**src/rtl/gpio_chg_pkg.sv**
```systemverilog
package gpio_chg_pkg;

    localparam int PORT_W = 8;
    localparam int CHG_LO = 4;

    typedef enum logic [1:0] {
        SEL_DATA = 2'd0,
        SEL_DIR  = 2'd1,
        SEL_CTRL = 2'd2,
        SEL_FLAG = 2'd3
    } reg_sel_e;

    typedef struct packed {
        logic edge_rise;
        logic pull_n;
    } ctrl_t;

    typedef struct packed {
        logic ext;
        logic chg;
    } flag_t;

    localparam ctrl_t CTRL_RST = '{edge_rise: 1'b1, pull_n: 1'b1};

    function automatic logic [PORT_W-1:0] port_view(
        input logic [PORT_W-1:0] dir,
        input logic [PORT_W-1:0] lat,
        input logic [PORT_W-1:0] pin
    );
        return (dir & pin) | (~dir & lat);
    endfunction

endpackage

```
**src/rtl/gpio_sync2.sv**
```systemverilog
module gpio_sync2 #(
    parameter int W = 8
) (
    input  logic         clk,
    input  logic         rst,
    input  logic [W-1:0] d,
    output logic [W-1:0] q
);
    logic [W-1:0] s1_q;

    always_ff @(posedge clk) begin
        if (rst) begin
            s1_q <= '0;
            q    <= '0;
        end else begin
            s1_q <= d;
            q    <= s1_q;
        end
    end
endmodule

```
**src/rtl/gpio_chg_detect.sv**
```systemverilog
module gpio_chg_detect #(
    parameter int W  = 8,
    parameter int LO = 4
) (
    input  logic         clk,
    input  logic         rst,
    input  logic [W-1:0] pin_s,
    input  logic [W-1:0] dir,
    input  logic         refresh,
    output logic         mismatch
);
    localparam int NB = W - LO;

    logic [NB-1:0] snap_q;
    logic [NB-1:0] diff;

    always_ff @(posedge clk) begin
        if (rst)          snap_q <= '0;
        else if (refresh) snap_q <= pin_s[W-1:LO];
    end

    for (genvar i = 0; i < NB; i++) begin : g_cmp
        assign diff[i] = dir[LO+i] & (pin_s[LO+i] ^ snap_q[i]);
    end

    assign mismatch = |diff;
endmodule

```
**src/rtl/gpio_ext_edge.sv**
```systemverilog
module gpio_ext_edge (
    input  logic clk,
    input  logic rst,
    input  logic pin_s,
    input  logic rise_sel,
    output logic hit
);
    logic prev_q;

    always_ff @(posedge clk) begin
        if (rst) prev_q <= 1'b0;
        else     prev_q <= pin_s;
    end

    assign hit = rise_sel ? (pin_s & ~prev_q) : (~pin_s & prev_q);
endmodule

```
**src/rtl/gpio_chg_port.sv**
```systemverilog
module gpio_chg_port
    import gpio_chg_pkg::*;
#(
    parameter int W  = PORT_W,
    parameter int LO = CHG_LO
) (
    input  logic         clk,
    input  logic         rst,
    input  logic [1:0]   bus_addr,
    input  logic         bus_wr,
    input  logic         bus_rd,
    input  logic [W-1:0] bus_wdata,
    output logic [W-1:0] bus_rdata,
    input  logic [W-1:0] pin_in,
    output logic [W-1:0] pin_oe,
    output logic [W-1:0] pin_out,
    output logic [W-1:0] pin_pu,
    output logic         irq_chg,
    output logic         irq_ext,
    output logic         wake_req
);
    reg_sel_e     sel;
    logic [W-1:0] pin_s;
    logic [W-1:0] dir_q;
    logic [W-1:0] lat_q;
    ctrl_t        ctrl_q;
    flag_t        flag_q;
    flag_t        flag_d;
    logic         chg_mismatch;
    logic         ext_hit;
    logic         port_touch;

    assign sel        = reg_sel_e'(bus_addr);
    assign port_touch = (bus_rd | bus_wr) && (sel == SEL_DATA);

    gpio_sync2 #(.W(W)) u_sync (
        .clk (clk),
        .rst (rst),
        .d   (pin_in),
        .q   (pin_s)
    );

    gpio_chg_detect #(.W(W), .LO(LO)) u_chg (
        .clk      (clk),
        .rst      (rst),
        .pin_s    (pin_s),
        .dir      (dir_q),
        .refresh  (port_touch),
        .mismatch (chg_mismatch)
    );

    gpio_ext_edge u_ext (
        .clk      (clk),
        .rst      (rst),
        .pin_s    (pin_s[0]),
        .rise_sel (ctrl_q.edge_rise),
        .hit      (ext_hit)
    );

    always_ff @(posedge clk) begin
        if (rst) begin
            dir_q  <= '1;
            lat_q  <= '0;
            ctrl_q <= CTRL_RST;
        end else if (bus_wr) begin
            case (sel)
                SEL_DATA: lat_q  <= bus_wdata;
                SEL_DIR:  dir_q  <= bus_wdata;
                SEL_CTRL: ctrl_q <= ctrl_t'(bus_wdata[1:0]);
                default:  ;
            endcase
        end
    end

    always_comb begin
        flag_d = flag_q;
        if (bus_wr && sel == SEL_FLAG) flag_d = flag_t'(bus_wdata[1:0]);
        if (chg_mismatch) flag_d.chg = 1'b1;
        if (ext_hit)      flag_d.ext = 1'b1;
    end

    always_ff @(posedge clk) begin
        if (rst) flag_q <= '0;
        else     flag_q <= flag_d;
    end

    always_comb begin
        bus_rdata = '0;
        case (sel)
            SEL_DATA: bus_rdata = port_view(dir_q, lat_q, pin_s);
            SEL_DIR:  bus_rdata = dir_q;
            SEL_CTRL: bus_rdata[1:0] = ctrl_q;
            SEL_FLAG: bus_rdata[1:0] = flag_q;
            default:  bus_rdata = '0;
        endcase
    end

    assign pin_oe   = ~dir_q;
    assign pin_out  = lat_q;
    assign pin_pu   = dir_q & {W{~ctrl_q.pull_n}};
    assign irq_chg  = flag_q.chg;
    assign irq_ext  = flag_q.ext;
    assign wake_req = flag_q.chg;
endmodule

```
**config.mk**
```make
export PLATFORM = sky130hd
export DESIGN_NAME = gpio_chg_port
export DESIGN_NICKNAME = d
export VERILOG_FILES = /design/src/rtl/gpio_chg_pkg.sv /design/src/rtl/gpio_sync2.sv /design/src/rtl/gpio_chg_detect.sv /design/src/rtl/gpio_ext_edge.sv /design/src/rtl/gpio_chg_port.sv
export SDC_FILE = /design/constraint.sdc
export NUM_CORES = 1
export LEC_CHECK = 0
export ABC_AREA = 1
export BUFFER_PORTS_ARGS = -buffer_cell sky130_fd_sc_hd__buf_2
export CORE_MARGIN = 4
export CORE_UTILIZATION = 54
export CTS_CLUSTER_SIZE = 25
export DETAILED_ROUTE_END_ITERATION = 16
export GPL_ROUTABILITY_DRIVEN = 1
export GPL_TIMING_DRIVEN = 0
export PLACE_DENSITY = 0.84
export SLEW_MARGIN = 20
export SYNTH_ARGS = -nofsm -noshare
export SYNTH_HDL_FRONTEND = slang
export SYNTH_HIERARCHICAL = 1
export SYNTH_SLANG_ARGS = --single-unit
export TNS_END_PERCENT = 30
```
**constraint.sdc**
```tcl
create_clock -name clk -period 1.67 [get_ports clk]
set_input_delay 0.0835 -clock clk [delete_from_list [all_inputs] [get_ports clk]]
set_output_delay 0.0835 -clock clk [all_outputs]
set_load 0.005 [all_outputs]
```
---- Word-level counts from Yosys, hierarchy flattened ----
Index checks and enable logic that the tools add are counted.
operators by class
  equal/unequal tests ..................... 3
  multiplexer cells ....................... 6
  bitwise operators ....................... 19
  reduce and logical (&&, ||, !) cells .... 9
operators by type and width
  operator                                              count
  bitwise AND 8 bit                                     3
  case mux 6 bit (2 select lines)                       1
  inverter 8 bit                                        1
  bitwise OR 8 bit                                      1
  case mux 2 bit (4 select lines)                       1
  bitwise AND 1 bit                                     6
  AND reduction 2 bit                                   3
  equality test 2 bit (second input constant)           2
  nonzero test 2 bit                                    2
  OR reduction 4 bit                                    1
  bitwise XOR 1 bit                                     4
  2-to-1 mux 1 bit                                      3
  inverter 1 bit                                        3
  equality test 2 x 1 -> 1 bit (second input constant)  1
  logical AND 1 bit                                     2
  logical NOT 2 bit                                     1
  2-to-1 mux 2 bit                                      1
  bitwise OR 1 bit                                      1
storage, ports and cells
  bits in registers ....................... 41
  bits of input ports ..................... 22
  output and inout bits ................... 35
  word-level logic and storage cells ...... 47

---- Depth between registers and ports, before layout ----
Gate-level depths: netlist (run 1).
  word-level depth ........................ 4
  depth in mapped cells ................... 10
  mapped depth without buffers ............ 10

---- Modules after synthesis ----
The synthesis (run 1) kept the hierarchy.
by module, submodules not included
  module           instances  cells each  area each (um^2)  seq. area each (um^2)
  gpio_chg_port    1          156         1072.3            400.4
  gpio_sync2       1          50          474.2             320.3
  gpio_chg_detect  1          37          216.5             80.1
  gpio_ext_edge    1          8           48.8              20.0

---- Least setup slack after synthesis (run 1) ----
OpenSTA, ideal clock, no wires.
  kind .................................... input port to flip-flop
  start ................................... input port bus_addr[1]
  end ..................................... register u_chg.snap_q[1]
  library setup time ...................... 0.116 ns
  arrival time ............................ 0.881 ns
  required time ........................... 1.554 ns
  path slack .............................. 0.673 ns
  cell stages on the path ................. 7
  buffers on the path ..................... 1
  cells stage by stage .................... buf_6 -> nor2_8 -> inv_1 -> nor2_1 -> inv_1 -> nand2_1 -> a21oi_1
between the ends
  cells in the longest elaborated chain, start to end .. 2
ends and longest elaborated chain
  what                  RTL line               source
  from (decl)           gpio_chg_port.sv:9     input logic [1:0] bus_addr,
  logical NOT 2 bit     gpio_chg_port.sv:34    assign port_touch = (bus_rd | bus_wr) && (sel == SEL_DATA);
  logical AND 1 bit     gpio_chg_port.sv:34
  named net port_touch  gpio_chg_port.sv:31    logic port_touch;
  to (signal assigned)  gpio_chg_detect.sv:19  else if (refresh) snap_q <= pin_s[W-1:LO];
  to (decl)             gpio_chg_detect.sv:14  logic [NB-1:0] snap_q;
The timed path passes the listed nets, and every way through them passes these cells.
A chain may end at the register's enable or synchronous reset.

---- Worst setup path after layout (run 1) ----
  start ................................... register dir_q[0]
  end ..................................... output port bus_rdata[0]
between the ends
  cells in the longest elaborated chain, start to end .. 4
  elaborated cells on any way between the ends .. 5
  those cells by class .................... mux (1); bitwise (4)
ends and longest elaborated chain
  what                                 RTL line             source
  from (decl)                          gpio_chg_port.sv:24  logic [W-1:0] dir_q;
  from (signal assigned)               gpio_chg_port.sv:68  SEL_DIR: dir_q <= bus_wdata;
  inverter 8 bit                       gpio_chg_pkg.sv:30   return (dir & pin) | (~dir & lat);
  bitwise AND 8 bit                    gpio_chg_pkg.sv:30
  bitwise OR 8 bit                     gpio_chg_pkg.sv:30
  case mux 2 bit (4 select lines) (*)  gpio_chg_port.sv:89  case (sel)
  to (decl)                            gpio_chg_port.sv:13  output logic [W-1:0] bus_rdata,
Every way passes the cells marked *; elsewhere a longest branch is shown, timed or not.

==> impl_metrics.xml, run 1 <==
<?xml version="1.0" encoding="UTF-8"?>
<metrics>
  <group name="status">
    <metric name="outcome" unit="">finished, final reports clean</metric>
  </group>
  <group name="die">
    <metric name="core-area" unit="um^2">3130</metric>
    <metric name="dieWidth" unit="um">65.9</metric>
    <metric name="floorplan.rows" unit="">20</metric>
    <metric name="chipHeight" unit="um">65.9</metric>
    <metric name="fp.dieArea" unit="um^2">4350</metric>
    <metric name="initial_utilization" unit="%">57.9</metric>
    <metric name="pin_count" unit="">57</metric>
  </group>
  <group name="clocking">
    <metric name="cts_root_buf" unit="">sky130_fd_sc_hd__clkbuf_4</metric>
    <metric name="clkTransAtPathRegs" unit="ns">0.12</metric>
    <metric name="post-cts-setup-buffers" unit="">0</metric>
    <metric name="cts_htree_levels" unit="">2</metric>
    <metric name="tritoncts.num_buffers" unit="">5</metric>
    <metric name="number_of_clock_sinks_seen_by_cts" unit="">41</metric>
    <metric name="clock_latency" unit="ns">0.36</metric>
    <metric name="clock_tree_from_tritoncts" unit="">built</metric>
    <metric name="maximum_count_of_clock_buffers_along_a_single_path" unit="">2</metric>
  </group>
  <group name="timing">
    <metric name="finalSetupViolCount" unit="">0</metric>
    <metric name="report.final.slew_viol_count" unit="">0</metric>
    <metric name="hold-worst-slack" unit="ns">0.132</metric>
    <metric name="final_hold_viol_count" unit="">0</metric>
    <metric name="fmax" unit="MHz">694</metric>
    <metric name="rsz_0062_raised_after_global_routing" unit="">no</metric>
    <metric name="max_slew.worst_pin.slew" unit="ns">0.470</metric>
    <metric name="min_period" unit="ns">1.44</metric>
    <metric name="timing.slew.headroom" unit="%">68.6</metric>
    <metric name="finalClockSkew" unit="ns">0.00254</metric>
    <metric name="fin_ws" unit="ns">0.230</metric>
    <metric name="final.period_utilization" unit="%">86.2</metric>
    <metric name="tns" unit="ns">0</metric>
  </group>
  <group name="flow_run">
    <metric name="drv.max_cap_violation_count" unit="">0</metric>
  </group>
  <group name="place">
    <metric name="hpwlAfterDp" unit="mm">3.09</metric>
    <metric name="portBuffers" unit="">54</metric>
    <metric name="globalplace.congestion" unit="">0.793</metric>
    <metric name="place_ws" unit="ns">0.413</metric>
  </group>
  <group name="worst_setup_path">
    <metric name="crit_family" unit="">flip-flops</metric>
    <metric name="worst_setup_path_startpoint" unit="">dir_q[0]$_SDFFE_PP1P_</metric>
    <metric name="path_cells" unit="">inv_1 &gt; or2_2 &gt; o211ai_1 &gt; nand2_1 &gt; buf_2</metric>
    <metric name="cp.required" unit="ns">1.59</metric>
    <metric name="crit_path_max_incr_delay" unit="ns">0.39</metric>
    <metric name="critPathArrivalTime" unit="ns">1.36</metric>
    <metric name="cp-end-kind" unit="">primary output</metric>
    <metric name="launch_point_of_the_worst_reg_to_reg_path" unit="">u_sync/q[7]$_SDFF_PP0_</metric>
    <metric name="timing.critical_path.fanout_max" unit="">4</metric>
    <metric name="cpMaxStageDelayCell" unit="">sky130_fd_sc_hd__dfxtp_1</metric>
    <metric name="critPathKind" unit="">reg2out</metric>
    <metric name="timing.critical_path.from_type" unit="">flip-flop</metric>
    <metric name="critical_path_buf_inv_count" unit="">2</metric>
  </group>
  <group name="global_routing">
    <metric name="grt_use_total" unit="%">22.8</metric>
    <metric name="global_route_wire_length_before_repair" unit="mm">7.63</metric>
    <metric name="grt_pass1_vias" unit="">1788</metric>
    <metric name="pin_count_of_the_biggest_net_entering_global_routing" unit="">14</metric>
    <metric name="globalRoute.totalOverflow" unit="">0</metric>
    <metric name="initial_antenna_violation_count" unit="">0</metric>
  </group>
  <group name="worst_hold_path">
    <metric name="worst_hold_path_type" unit="">in2reg</metric>
    <metric name="min_from" unit="">bus_addr[1]</metric>
  </group>
  <group name="logic_synthesis">
    <metric name="synth_top_cell_area_share" unit="%">45.3</metric>
    <metric name="complex_gate_fraction_of_the_synthesized_area" unit="%">11.0</metric>
    <metric name="synth_adder_area_share" unit="%">0</metric>
    <metric name="post_synth_num_cell_types" unit="">23</metric>
    <metric name="synthesis.area" unit="um^2">1810</metric>
    <metric name="netlist_top_cells_area" unit="">sky130_fd_sc_hd__dfxtp_1 (45%), sky130_fd_sc_hd__nor2_1 (10%), sky130_fd_sc_hd__nand2_1 (9.1%)</metric>
    <metric name="synthSimpleGateAreaFrac" unit="%">30.0</metric>
    <metric name="synth-xor-area-share" unit="%">0</metric>
    <metric name="synth.area.mux_share" unit="%">0</metric>
    <metric name="synth_warnings" unit="">6</metric>
    <metric name="net_count_of_the_mapped_netlist" unit="">273</metric>
    <metric name="dominant_combinational_cell_family_by_area_after_synthesis" unit="">simple AND/OR/NAND/NOR gates</metric>
    <metric name="postSynthAreaPerCell" unit="um^2">7.22</metric>
    <metric name="synth_largest_area_cell" unit="">sky130_fd_sc_hd__dfxtp_1</metric>
    <metric name="ys_ff_latch" unit="">41</metric>
    <metric name="synth_cells" unit="">251</metric>
    <metric name="yosysSeqAreaShare" unit="%">45.3</metric>
  </group>
  <group name="cells_and_area">
    <metric name="post_route_cells_drive_above_1_share" unit="%">24.5</metric>
    <metric name="final_core_util" unit="%">76.6</metric>
    <metric name="nets" unit="">351</metric>
    <metric name="layout_common_cells" unit="">sky130_fd_sc_hd__buf_2 (56), sky130_fd_sc_hd__nor2_1 (50), sky130_fd_sc_hd__nand2_1 (44)</metric>
    <metric name="areaGrowthSynthToFinish" unit="%">32.3</metric>
    <metric name="antenna_cells" unit="">0</metric>
    <metric name="leading_cell_type_in_the_layout_fill_and_taps_excluded" unit="">sky130_fd_sc_hd__buf_2</metric>
  </group>
  <group name="power">
    <metric name="ir_worst_vdd" unit="uV">796</metric>
    <metric name="power-per-cell-area" unit="nW/um^2">873</metric>
    <metric name="power" unit="mW">2.09</metric>
    <metric name="power.static_leakage" unit="nW">1.33</metric>
  </group>
  <group name="routing">
    <metric name="detail-route-antenna-nets" unit="">0</metric>
    <metric name="drt_drc_violations_left" unit="">0</metric>
    <metric name="drt-initial-drc-count" unit="">67</metric>
    <metric name="postRouteWirelength" unit="mm">4.43</metric>
    <metric name="drt_first_pass_iters" unit="">4</metric>
    <metric name="route.detailed.vias_per_inst" unit="">4.90</metric>
    <metric name="detail_route.wl_per_cell" unit="um">11.9</metric>
    <metric name="routed-via-count" unit="">1833</metric>
  </group>
</metrics>
Yosys cell counts:
master,count
sky130_fd_sc_hd__nor2_1,50
sky130_fd_sc_hd__nand2_1,44
sky130_fd_sc_hd__dfxtp_1,41
sky130_fd_sc_hd__inv_1,41
sky130_fd_sc_hd__nand3_1,19
sky130_fd_sc_hd__a21oi_1,16
sky130_fd_sc_hd__o21ai_0,15
sky130_fd_sc_hd__buf_6,3
sky130_fd_sc_hd__nor2_2,3
sky130_fd_sc_hd__o211ai_1,3
sky130_fd_sc_hd__a211oi_1,2
sky130_fd_sc_hd__buf_2,2
sky130_fd_sc_hd__nor2_8,2
sky130_fd_sc_hd__buf_4,1
sky130_fd_sc_hd__buf_8,1
sky130_fd_sc_hd__clkinv_4,1
sky130_fd_sc_hd__inv_2,1
sky130_fd_sc_hd__inv_4,1
sky130_fd_sc_hd__inv_6,1
sky130_fd_sc_hd__nand2_4,1
sky130_fd_sc_hd__nand2_8,1
sky130_fd_sc_hd__o22ai_1,1
sky130_fd_sc_hd__or2_2,1
logic make-up (layout without fill, tap and decap cells):
group,count (synthesis),after routing
AND/OR/NAND/NOR,121,121
AO/OA/AOI/OAI,37,37
flip-flops,41,41
buffers and inverters,52,131
layer usage:
metal  vias to the layer above  track usage, %  part of all wire [%]
met3                        11            5.61                   7.5
li1                        927               -                     -
met2                        76            40.8                    50
met5                         -               0                     0
met1                       819            25.1                    40
met4                         0            10.4                   2.5
path summary, 6_finish.rpt:
kind | to | slack (ns) | depth (start not counted)
worst max-delay path | bus_rdata[0] | 0.23 | 5
worst min-delay path | ctrl_q[0]$_SDFFE_PP1P_ | 0.13 | 3
worst max register to register | irq_chg$_SDFFE_PP0P_ | 0.61 | 9
worst min register to register | u_sync/q[7]$_SDFF_PP0_ | 0.41 | 2
power breakdown:
part | switching (mW) | leakage (nW) | internal, mW | total, mW
clock network | 0.331 | 0.0445 | 0.356 | 0.686
logic | 0.181 | 0.946 | 0.161 | 0.343
registers | 0.0350 | 0.337 | 1.03 | 1.06
sequential cells by signal (all words and copies together), names as in the netlist:
signal        cells
u_ext/prev_q      1
u_sync/q          8
u_chg/snap_q      4
irq_ext           1
dir_q             8
irq_chg           1
ctrl_q            2
pin_out           8
u_sync/s1_q       8
cell type report:
class	instances	area, um^2
fillers	253	732
inverters	45	181
clock buffers	6	51.3
clock inverters	2	37.5
repair buffers	71	440
plain buffers	7	66.3
flip-flops and latches	41	821
multi-input cells	158	743
well taps	44	55.1
worst reg2reg max path, delay by kind of cell (launching register included):
family | cells | cell delay, ns
buf+inv | 1 | 0.08
compound gates | 1 | 0.05
flops | 1 | 0.40
simple gates | 7 | 0.43
metrics by stage:
step / instance area (um^2) / std cells
2_1_floorplan: 1810 / 251
3_3_place_gp: 2140 / 349
3_5_place_dp: 2140 / 349
4_1_cts: 2400 / 374
5_1_grt: 2400 / 374
6_report: 2400 / 374
repair_timing:
item,4_1_cts,5_1_grt
endpoints found under the setup margin,0,0
hold buffers,17,0
hold endpoints to repair,23,0
gates resized for setup,0,0
Power figures use the tool's default switching activity.
==> inputs of run 2 (changes only) <==
--- a/config.mk
+++ b/config.mk
@@ -8,12 +8,13 @@
 export ABC_AREA = 1
 export BUFFER_PORTS_ARGS = -buffer_cell sky130_fd_sc_hd__buf_2
 export CORE_MARGIN = 4
-export CORE_UTILIZATION = 54
+export CORE_UTILIZATION = 50
 export CTS_CLUSTER_SIZE = 25
 export DETAILED_ROUTE_END_ITERATION = 16
 export GPL_ROUTABILITY_DRIVEN = 1
 export GPL_TIMING_DRIVEN = 0
-export PLACE_DENSITY = 0.84
+export PLACE_DENSITY = 0.78
+export SKIP_CTS_REPAIR_TIMING = 1
 export SLEW_MARGIN = 20
 export SYNTH_ARGS = -nofsm -noshare
 export SYNTH_HDL_FRONTEND = slang
==> constraint.sdc (replaced) <==
create_clock -name clk -period 1.6 [get_ports clk]
set_input_delay 0.08 -clock clk [delete_from_list [all_inputs] [get_ports clk]]
set_output_delay 0.08 -clock clk [all_outputs]
set_load 0.005 [all_outputs]
==> run 2 against run 1 <==
  * The run now ends with hold timing left
  * Hold slack lost 0.16 ns
  * Setup slack lost 0.050 ns
  * Global-route usage shrank 2.6 points
  * Critical endpoint unchanged
  * Sequential power grew 5%
==> impl_metrics.xml, run 2 (synthesized netlist as in run 1, its figures left out) <==
<?xml version="1.0" encoding="UTF-8"?>
<metrics>
  <group name="flow_run">
    <metric name="drv.max_cap_violation_count" unit="">0</metric>
  </group>
  <group name="routing">
    <metric name="drt-initial-drc-count" unit="">78</metric>
    <metric name="drt_first_pass_iters" unit="">4</metric>
    <metric name="route.detailed.vias_per_inst" unit="">4.84</metric>
    <metric name="detail_route.wl_per_cell" unit="um">12.0</metric>
    <metric name="detail-route-antenna-nets" unit="">0</metric>
    <metric name="drt_drc_violations_left" unit="">0</metric>
    <metric name="postRouteWirelength" unit="mm">4.45</metric>
    <metric name="routed-via-count" unit="">1799</metric>
  </group>
  <group name="global_routing">
    <metric name="globalRoute.totalOverflow" unit="">0</metric>
    <metric name="initial_antenna_violation_count" unit="">0</metric>
    <metric name="pin_count_of_the_biggest_net_entering_global_routing" unit="">12</metric>
    <metric name="grt_use_total" unit="%">20.2</metric>
    <metric name="global_route_wire_length_before_repair" unit="mm">6.82</metric>
    <metric name="grt_pass1_vias" unit="">1556</metric>
  </group>
  <group name="status">
    <metric name="failed_checks" unit="">hold timing</metric>
    <metric name="outcome" unit="">complete, but fails checks</metric>
  </group>
  <group name="die">
    <metric name="dieWidth" unit="um">68.2</metric>
    <metric name="core-area" unit="um^2">3420</metric>
    <metric name="pin_count" unit="">57</metric>
    <metric name="fp.dieArea" unit="um^2">4650</metric>
    <metric name="floorplan.rows" unit="">21</metric>
    <metric name="initial_utilization" unit="%">53.0</metric>
    <metric name="chipHeight" unit="um">68.2</metric>
  </group>
  <group name="worst_setup_path">
    <metric name="critPathKind" unit="">reg2out</metric>
    <metric name="timing.critical_path.from_type" unit="">flip-flop</metric>
    <metric name="cp-end-kind" unit="">primary output</metric>
    <metric name="cp.required" unit="ns">1.52</metric>
    <metric name="critPathArrivalTime" unit="ns">1.34</metric>
    <metric name="timing.critical_path.fanout_max" unit="">4</metric>
  </group>
  <group name="power">
    <metric name="ir_worst_vdd" unit="uV">618</metric>
    <metric name="power.static_leakage" unit="nW">1.30</metric>
    <metric name="power-per-cell-area" unit="nW/um^2">850</metric>
  </group>
  <group name="place">
    <metric name="globalplace.congestion" unit="">0.815</metric>
    <metric name="portBuffers" unit="">54</metric>
    <metric name="place_ws" unit="ns">0.322</metric>
    <metric name="hpwlAfterDp" unit="mm">3.15</metric>
  </group>
  <group name="cells_and_area">
    <metric name="leading_cell_type_in_the_layout_fill_and_taps_excluded" unit="">sky130_fd_sc_hd__buf_2</metric>
    <metric name="n_fill_cell" unit="">331</metric>
    <metric name="post_route_cells_drive_above_1_share" unit="%">24.2</metric>
    <metric name="antenna_cells" unit="">0</metric>
    <metric name="layout_common_cells" unit="">sky130_fd_sc_hd__buf_2 (56), sky130_fd_sc_hd__nor2_1 (50), sky130_fd_sc_hd__nand2_1 (44)</metric>
    <metric name="areaGrowthSynthToFinish" unit="%">28.9</metric>
    <metric name="nets" unit="">348</metric>
  </group>
  <group name="timing">
    <metric name="max_slew.worst_pin.slew" unit="ns">0.534</metric>
    <metric name="final_hold_viol_count" unit="">2</metric>
    <metric name="min_period" unit="ns">1.42</metric>
    <metric name="report.final.slew_viol_count" unit="">0</metric>
    <metric name="timing.slew.headroom" unit="%">64.3</metric>
    <metric name="fin_ws" unit="ns">0.180</metric>
    <metric name="finalSetupViolCount" unit="">0</metric>
    <metric name="tns" unit="ns">0</metric>
    <metric name="final.period_utilization" unit="%">88.8</metric>
    <metric name="fmax" unit="MHz">704</metric>
    <metric name="hold-worst-slack" unit="ns">-0.0286</metric>
    <metric name="finalClockSkew" unit="ns">0.00996</metric>
    <metric name="rsz_0062_raised_after_global_routing" unit="">no</metric>
  </group>
  <group name="clocking">
    <metric name="maximum_count_of_clock_buffers_along_a_single_path" unit="">2</metric>
    <metric name="tritoncts.num_buffers" unit="">5</metric>
    <metric name="cts_root_buf" unit="">sky130_fd_sc_hd__clkbuf_4</metric>
    <metric name="clock_latency" unit="ns">0.35</metric>
    <metric name="cts_htree_levels" unit="">2</metric>
    <metric name="number_of_clock_sinks_seen_by_cts" unit="">41</metric>
    <metric name="clkTransAtPathRegs" unit="ns">0.11</metric>
    <metric name="clock_tree_from_tritoncts" unit="">built</metric>
  </group>
  <group name="worst_hold_path">
    <metric name="worst_hold_path_type" unit="">in2reg</metric>
  </group>
</metrics>
## run 2: cell types whose count changed in the layout (fill, tap and decap cells not counted)
cell | before | now
sky130_fd_sc_hd__dlygate4sd3_1 | 17 | 14
sky130_fd_sc_hd__bufinv_16 | 1 | 0
sky130_fd_sc_hd__clkbuf_1 | 0 | 1
sky130_fd_sc_hd__clkinvlp_4 | 1 | 0
## run 2: report_power, final
| part | leakage (nW) | internal [mW] | switching (mW) | total [mW] |
|---|---|---|---|---|
| registers | 0.337 | 1.07 | 0.0352 | 1.11 |
| logic | 0.933 | 0.164 | 0.190 | 0.353 |
| clock network | 0.0314 | 0.208 | 0.315 | 0.523 |
| total | 1.30 | 1.44 | 0.540 | 1.98 |
## run 2: cell type report
type / instances / area [um^2] / share of cell area, %
repair buffers: 68 / 410 / 17.6
flip-flops and latches: 41 / 821 / 35.2
well taps: 46 / 57.6 / 2.47
clock buffers: 7 / 55.1 / 2.36
multi-input cells: 158 / 743 / 31.8
plain buffers: 7 / 66.3 / 2.84
inverters: 45 / 181 / 7.77
## run 2: critical path, stage by stage, from the launching register on
cell and delay, ns:
sky130_fd_sc_hd__dfxtp_1 0.38, sky130_fd_sc_hd__inv_1 0.08, sky130_fd_sc_hd__or2_2 0.27, sky130_fd_sc_hd__o211ai_1 0.08, sky130_fd_sc_hd__nand2_1 0.06, sky130_fd_sc_hd__buf_2 0.12
## run 2: per-layer routing
metal,wire [um],up-vias,GRT usage [%],share of wire (%)
li1,-,926,-,-
met1,1920,812,25.0,43
met2,2120,55,33.2,48
met3,345,6,5.58,7.7
met4,59,0,7.69,1.3
met5,0,-,0,0
## run 2: path summary, 6_finish.rpt
kind,cells past startpoint,startpoint,slack (ns),end
setup reg to reg,8,u_sync/q[7]$_SDFF_PP0_,0.54,irq_chg$_SDFFE_PP0P_
hold / removal,3,bus_wdata[0],-0.03,dir_q[0]$_SDFFE_PP1P_
setup / recovery,5,dir_q[0]$_SDFFE_PP1P_,0.18,bus_rdata[0]
hold reg to reg,2,u_sync/s1_q[7]$_SDFF_PP0_,0.40,u_sync/q[7]$_SDFF_PP0_
## run 2: stage by stage
step           instances  total power, mW  hold WS, ns  cell area (um^2)  utilization, %
4_1_cts              358             1.97      -0.0911              2190            64.2
6_report             372             1.98      -0.0286              2330            68.4
3_3_place_gp         351             1.45        0.278              2140            62.6
5_1_grt              372             2.09      0.00165              2330            68.4
3_5_place_dp         351             1.46        0.287              2140            62.6
2_1_floorplan        251             1.32        0.149              1810               -
